## src/rtl/refill_pkg.sv

```systemverilog
package refill_pkg;
  typedef enum logic [2:0] {
    PH_IDLE = 3'd0,
    PH_ADDR = 3'd1,
    PH_WAIT = 3'd2,
    PH_RET  = 3'd3,
    PH_DONE = 3'd4
  } refill_phase_e;
endpackage

```

## src/rtl/refill_fsm.sv

```systemverilog
module refill_fsm
  import refill_pkg::*;
#(
  parameter int LAT   = 15,
  parameter int BEATS = 4,
  parameter int IDX_W = 2
) (
  input  logic             clk,
  input  logic             rst_n,
  input  logic             start,
  output refill_phase_e    phase,
  output logic [IDX_W-1:0] beat
);
  localparam int LC_W = (LAT > 1) ? $clog2(LAT) : 1;

  refill_phase_e    state_q, state_n;
  logic [LC_W-1:0]  lat_q, lat_n;
  logic [IDX_W-1:0] beat_q, beat_n;
  logic             state_en, lat_en, beat_en;

  // next-state logic
  always_comb begin
    state_n = state_q;
    lat_n   = lat_q;
    beat_n  = beat_q;
    case (state_q)
      PH_IDLE: if (start) begin
        state_n = PH_ADDR;
        beat_n  = '0;
      end
      PH_ADDR: begin
        state_n = PH_WAIT;
        lat_n   = LC_W'(LAT - 1);
      end
      PH_WAIT: begin
        if (lat_q == '0) state_n = PH_RET;
        else             lat_n   = lat_q - 1'b1;
      end
      PH_RET: begin
        if (beat_q == IDX_W'(BEATS - 1)) begin
          state_n = PH_DONE;
        end else begin
          state_n = PH_ADDR;
          beat_n  = beat_q + 1'b1;
        end
      end
      PH_DONE: state_n = PH_IDLE;
      default: state_n = PH_IDLE;
    endcase
  end

  assign state_en = (state_n != state_q);
  assign lat_en   = (state_q == PH_ADDR) || (state_q == PH_WAIT);
  assign beat_en  = ((state_q == PH_IDLE) && start) || (state_q == PH_RET);

  // registers
  always_ff @(posedge clk or negedge rst_n) begin
    if (!rst_n) begin
      state_q <= PH_IDLE;
      lat_q   <= '0;
      beat_q  <= '0;
    end else begin
      if (state_en) state_q <= state_n;
      if (lat_en)   lat_q   <= lat_n;
      if (beat_en)  beat_q  <= beat_n;
    end
  end

  assign phase = state_q;
  assign beat  = beat_q;
endmodule

```

## src/rtl/refill_linebuf.sv

```systemverilog
module refill_linebuf #(
  parameter int WORD_W = 32,
  parameter int WORDS  = 4,
  parameter bit WIDE   = 1'b0,
  parameter int IDX_W  = 2
) (
  input  logic                    clk,
  input  logic                    rst_n,
  input  logic                    capture,
  input  logic [IDX_W-1:0]        beat,
  input  logic [WORDS*WORD_W-1:0] rdata,
  output logic [WORDS*WORD_W-1:0] line
);
  for (genvar i = 0; i < WORDS; i++) begin : g_word
    logic              we;
    logic [WORD_W-1:0] wd;
    logic [WORD_W-1:0] word_q;
    if (WIDE) begin : g_wide
      assign we = capture;
      assign wd = rdata[i*WORD_W +: WORD_W];
    end else begin : g_narrow
      assign we = capture && (beat == IDX_W'(i));
      assign wd = rdata[WORD_W-1:0];
    end
    always_ff @(posedge clk or negedge rst_n) begin
      if (!rst_n)  word_q <= '0;
      else if (we) word_q <= wd;
    end
    assign line[i*WORD_W +: WORD_W] = word_q;
  end
endmodule

```

## src/rtl/refill_cyccnt.sv

```systemverilog
module refill_cyccnt #(
  parameter int CNT_W = 7
) (
  input  logic             clk,
  input  logic             rst_n,
  input  logic             clear,
  input  logic             inc,
  output logic [CNT_W-1:0] count
);
  logic [CNT_W-1:0] cnt_q, cnt_n;
  logic             cnt_en;

  always_comb begin
    cnt_n = clear ? '0 : cnt_q + 1'b1;
  end
  assign cnt_en = clear || inc;

  always_ff @(posedge clk or negedge rst_n) begin
    if (!rst_n)      cnt_q <= '0;
    else if (cnt_en) cnt_q <= cnt_n;
  end

  assign count = cnt_q;
endmodule

```

## src/rtl/line_refill_seq.sv

```systemverilog
module line_refill_seq
  import refill_pkg::*;
#(
  parameter int ADDR_W = 32,
  parameter int WORD_W = 32,
  parameter int WORDS  = 4,
  parameter int LAT    = 15,
  parameter bit WIDE   = 1'b0,
  localparam int OFF_W = $clog2(WORDS),
  localparam int BEATS = WIDE ? 1 : WORDS,
  localparam int TOTAL = BEATS * (LAT + 2),
  localparam int CNT_W = $clog2(TOTAL + 1)
) (
  input  logic                    clk,
  input  logic                    rst_n,
  input  logic                    miss_valid,
  input  logic [ADDR_W-1:0]       miss_addr,
  output logic                    miss_ready,
  output logic                    mem_req,
  output logic [ADDR_W-1:0]       mem_addr,
  input  logic [WORDS*WORD_W-1:0] mem_rdata,
  output logic [WORDS*WORD_W-1:0] line_data,
  output logic                    refill_done,
  output logic [CNT_W-1:0]        refill_cycles
);
  refill_phase_e           phase;
  logic [OFF_W-1:0]        beat;
  logic                    accept;
  logic [ADDR_W-OFF_W-1:0] tag_q;

  assign miss_ready = (phase == PH_IDLE);
  assign accept     = miss_valid && miss_ready;

  always_ff @(posedge clk or negedge rst_n) begin
    if (!rst_n)      tag_q <= '0;
    else if (accept) tag_q <= miss_addr[ADDR_W-1:OFF_W];
  end

  refill_fsm #(.LAT(LAT), .BEATS(BEATS), .IDX_W(OFF_W)) u_fsm (
    .clk(clk), .rst_n(rst_n), .start(accept), .phase(phase), .beat(beat)
  );

  refill_linebuf #(.WORD_W(WORD_W), .WORDS(WORDS), .WIDE(WIDE), .IDX_W(OFF_W)) u_buf (
    .clk(clk), .rst_n(rst_n), .capture(phase == PH_RET), .beat(beat),
    .rdata(mem_rdata), .line(line_data)
  );

  refill_cyccnt #(.CNT_W(CNT_W)) u_cnt (
    .clk(clk), .rst_n(rst_n), .clear(accept),
    .inc((phase == PH_ADDR) || (phase == PH_WAIT) || (phase == PH_RET)),
    .count(refill_cycles)
  );

  assign mem_req     = (phase == PH_ADDR);
  assign mem_addr    = WIDE ? {tag_q, {OFF_W{1'b0}}} : {tag_q, beat};
  assign refill_done = (phase == PH_DONE);
endmodule

```

## config.mk

```make
export PLATFORM = sky130hd
export DESIGN_NAME = line_refill_seq
export DESIGN_NICKNAME = d
export VERILOG_FILES = /design/src/rtl/refill_pkg.sv /design/src/rtl/refill_fsm.sv /design/src/rtl/refill_linebuf.sv /design/src/rtl/refill_cyccnt.sv /design/src/rtl/line_refill_seq.sv
export SDC_FILE = /design/constraint.sdc
export NUM_CORES = 1
export LEC_CHECK = 0
export ABC_AREA = 0
export BUFFER_PORTS_ARGS = -buffer_cell sky130_fd_sc_hd__buf_4
export CAP_MARGIN = 25
export CORE_AREA = 2 2 127 129
export CTS_CLUSTER_SIZE = 30
export DETAILED_ROUTE_END_ITERATION = 10
export DIE_AREA = 0 0 129 131
export GPL_TIMING_DRIVEN = 0
export HOLD_SLACK_MARGIN = 0.08
export MAX_ROUTING_LAYER = met4
export PLACE_DENSITY_LB_ADDON = 0.15
export REMOVE_ABC_BUFFERS = 1
export SLEW_MARGIN = 20
export SYNTH_ARGS = -nofsm -noshare
export SYNTH_HDL_FRONTEND = slang
export SYNTH_SLANG_ARGS = --single-unit
export TNS_END_PERCENT = 100
```

## constraint.sdc

```tcl
create_clock -name clk -period 3.9 [get_ports clk]
set_input_delay 0.195 -clock clk [delete_from_list [all_inputs] [get_ports clk]]
set_output_delay 0.195 -clock clk [all_outputs]
set_load 0.02 [all_outputs]
```

==> results by group <==
Logic synthesis
  • Synth Area in XOR/XNOR: 0.00257
  • Largest family of logic cells by synthesized area: multiplexers
  • Post-synthesis adder-cell area fraction: 0.0110
  • Sequential fraction of the synthesis area: 0.638
  • Yosys warns: 0
  • Mapped Area: 6830 um^2
  • FF+latch count, synth: 174
  • Synthesized area per cell: 13.9 um^2
  • Unique masters post-synth: 39
  • Synth Area in Compound Gates: 0.0191
  • Mux share of post-synthesis cell area: 0.219
  • Mapped Cells: 492
  • Area share of and/or/nand/nor cells after synthesis: 0.0843

Min path
  • Hold Crit Class: input port to asynchronous set/reset pin

Cells and area
  • ANT cells: 0
  • Most frequent cells in the layout: 233 x buf_4, 174 x dfrtp_1, 130 x mux2_2
  • Layout cell share with drive strength beyond 1: 0.511
  • Fillcell total: 1184
  • Final Net Count: 964
  • Most common cell after layout, fill and taps aside: buf_4
  • Area Growth Syn to Fin: 48.2%

Run
  • Maxcap violations: 0

Critical path
  • Cells on worst reg2reg path: 4
  • Critical Path RT: 4.20 ns
  • Setup Crit Path Kind: register to register
  • Critical path depth in cells: 4
  • Worst Path Arrival: 2.68 ns
  • Critical Path Source: u_fsm.phase[1]
  • Cells along the critical path: nand4b_1, buf_8, buf_6, mux2_2
  • Slowest stage delay, CP: 0.75 ns
  • Slowest cell on the critical path: dfrtp_1
  • Crit end category: register
  • Reg2reg setup slack: 1.52 ns
  • RR Startpoint: u_fsm.phase[1]
  • Crit start category: register
  • Max Fanout on Critical Path: 20
  • Worst Path Buf+Inv: 2
  • Worst R2R End: u_buf.g_word[1].word_q[9]
  • CP delay by family, top: flip-flops
  • Worst Setup EP: u_buf.g_word[1].word_q[9]

Power
  • VDD IR max: 0.437 mV
  • Pwr dens: 893 nW/um^2
  • Leak: 4.85 nW
  • PnR Total Power: 9.04 mW

Floorplanning
  • Die Width: 129 um
  • Std cell rows: 46
  • Initial core utilization: 0.438
  • Die area: 16900 um^2
  • Die Y: 131 um
  • Core Region: 15600 um^2
  • Boundary Pins: 333

GRT
  • Largest net degree at the start of global routing: 102
  • First-pass GRT wire length: 27200 um
  • All-layer global routing usage: 0.220
  • Number of global-route vias before repair: 5148
  • Total gr overflow: 0
  • Initial antenna violation count: 0

STA
  • RSZ-0062 raised after global routing: false
  • Relative slew slack: 0.543
  • Setup tns final: 0 ns
  • Final Hold Viols: 0
  • # setup viols final: 0
  • Fin crit share: 0.609
  • F_max: 421 MHz
  • Slew @ Worst Pin: 0.682 ns
  • Fin. max-slew vios: 0
  • Final min period: 2.38 ns
  • Worst Clk Skew: 0.00662 ns

CTS
  • Post-CTS resize count: 0
  • Worst-path clk slew: 0.06 ns
  • CTS buffer count: 17
  • CTS tree: built
  • CTS root buffer: clkbuf_16
  • Clock sinks: 174
  • Worst-Skew Late Latency: 0.42 ns
  • H-tree depth: 4
  • Clock Tree Buf Depth: 2

Detailed routing
  • DRT antenna net count: 0
  • Detailed-route via count: 4958
  • WL per Instance: 17.2 um
  • DRC Markers: 0
  • First-pass DRT Iterations: 4
  • Vias per inst: 4.86
  • Total routed wirelength: 17600 um
  • Drt initial violations: 324

Placement
  • Final GP Congestion: 0.822
  • Port bufs: 234
  • Post-DP HPWL: 11900 um

Run status
  • Status: finished, final reports clean
## sequential cells by signal (all words and copies together) (netlist names)
| name | cells |
|---|---|
| u_fsm.lat_q | 4 |
| u_fsm.phase | 3 |
| u_fsm.beat | 2 |
| tag_q | 30 |
| u_buf.g_word.word_q | 128 |
| u_cnt.count | 7 |
## power by group
part           total [mW]  switching [mW]  internal (mW)  leakage (nW)
registers            3.25           0.557           2.70          2.06
logic                4.14            2.16           1.98          2.51
clock network        1.65           0.683          0.967         0.277
## routing by layer
metal  vias up  routed length (um)  track usage  part of all wire
li1       2303                   -            -                 -
met1      2441                7550        0.273              0.43
met2       186                8530        0.345              0.49
met3        28                1150       0.0651             0.066
met4         0                 331       0.0780             0.019
met5         -                   0            -                 0
## how the worst min path moves through the flow
stage	slack, ns	depth (start not counted)	to	start
after detailed placement	0.20	1	u_buf.g_word[0].word_q[10]	rst_n
after floorplan	-0.10	0	tag_q[0]	rst_n
after global placement	0.39	3	tag_q[9]	miss_addr[11]
final	0.30	2	u_buf.g_word[0].word_q[10]	rst_n
after global routing	0.36	2	u_buf.g_word[0].word_q[10]	rst_n
after CTS	0.34	2	u_buf.g_word[0].word_q[10]	rst_n
## worst reg2reg max path, delay by kind of cell, from the launching register on
family / cells / cell delay (ns)
buffers and inverters: 2 / 0.54
muxes: 1 / 0.29
DFF: 1 / 0.75
and+or+nand+nor: 1 / 0.68
## cell usage after synthesis
| master | count | area share |
|---|---|---|
| dfrtp_1 | 174 | 0.64 |
| mux2_2 | 130 | 0.21 |
| nand2_1 | 103 | 0.057 |
| buf_2 | 12 | 0.0088 |
| buf_4 | 6 | 0.0066 |
| ha_1 | 6 | 0.011 |
| inv_1 | 6 | 0.0033 |
| nor2_1 | 6 | 0.0033 |
| buf_6 | 4 | 0.0066 |
| o31ai_1 | 4 | 0.0044 |
| mux2i_1 | 3 | 0.0044 |
| nand3b_1 | 3 | 0.0033 |
| a22o_1 | 2 | 0.0026 |
| nand4b_1 | 2 | 0.0026 |
| nor3b_1 | 2 | 0.0022 |
| nor4b_1 | 2 | 0.0026 |
| o21ai_0 | 2 | 0.0015 |
| o41ai_1 | 2 | 0.0026 |
| or2_2 | 2 | 0.0018 |
| xnor2_1 | 2 | 0.0026 |
| a21boi_0 | 1 | 0.0011 |
| a21oi_1 | 1 | 0.00073 |
| a311o_1 | 1 | 0.0015 |
| a31oi_1 | 1 | 0.00092 |
| and2_1 | 1 | 0.00092 |
| and3b_1 | 1 | 0.0013 |
| and4bb_2 | 1 | 0.0018 |
| buf_1 | 1 | 0.00055 |
| clkbuf_1 | 1 | 0.00055 |
| nand2b_1 | 1 | 0.00092 |
| nand3_1 | 1 | 0.00073 |
| nand4_1 | 1 | 0.00092 |
| nor3_1 | 1 | 0.00073 |
| nor4_1 | 1 | 0.00092 |
| nor4b_2 | 1 | 0.0022 |
| o211ai_1 | 1 | 0.0011 |
| o21ba_2 | 1 | 0.0015 |
| o311ai_0 | 1 | 0.0013 |
| or4b_1 | 1 | 0.0015 |
## cells by family (layout without fill, tap and decap cells)
| family | Yosys count | count (layout) |
|---|---|---|
| compound gates | 17 | 17 |
| xor+xnor | 2 | 2 |
| fa+ha+maj | 6 | 6 |
| buf+inv | 30 | 343 |
| flops | 174 | 174 |
| mux | 133 | 133 |
| simple gates | 130 | 130 |
## through the flow
stage	instance area (um^2)	setup slack [ns]	std cells	hold slack (ns)	utilization
final	10100	1.52	1021	0.302	0.649
after global routing	10100	1.41	1021	0.356	0.649
after CTS	10100	1.53	1021	0.338	0.649
after detailed placement	8910	1.55	928	0.198	0.571
after global placement	8700	0.307	918	0.386	0.558
after floorplan	6670	1.53	468	-0.101	-
## area by class of cell
class,count,area [um^2],area share
Timing Repair Buffer,308,2590,0.256
Multi-Input combinational cell,288,2310,0.228
Clock inverter,10,116,0.0115
Inverter,6,22.5,0.00223
Tap cell,216,270,0.0267
Sequential cell,174,4350,0.430
Clock buffer,19,453,0.0448
## what timing repair did
| item | 4_1_cts | 5_1_grt |
|---|---|---|
| endpoints found under the hold margin | 232 | 0 |
| setup buffers | 0 | 0 |
| hold buffers | 64 | 0 |
No activity file was read; power rests on OpenSTA's default activity.
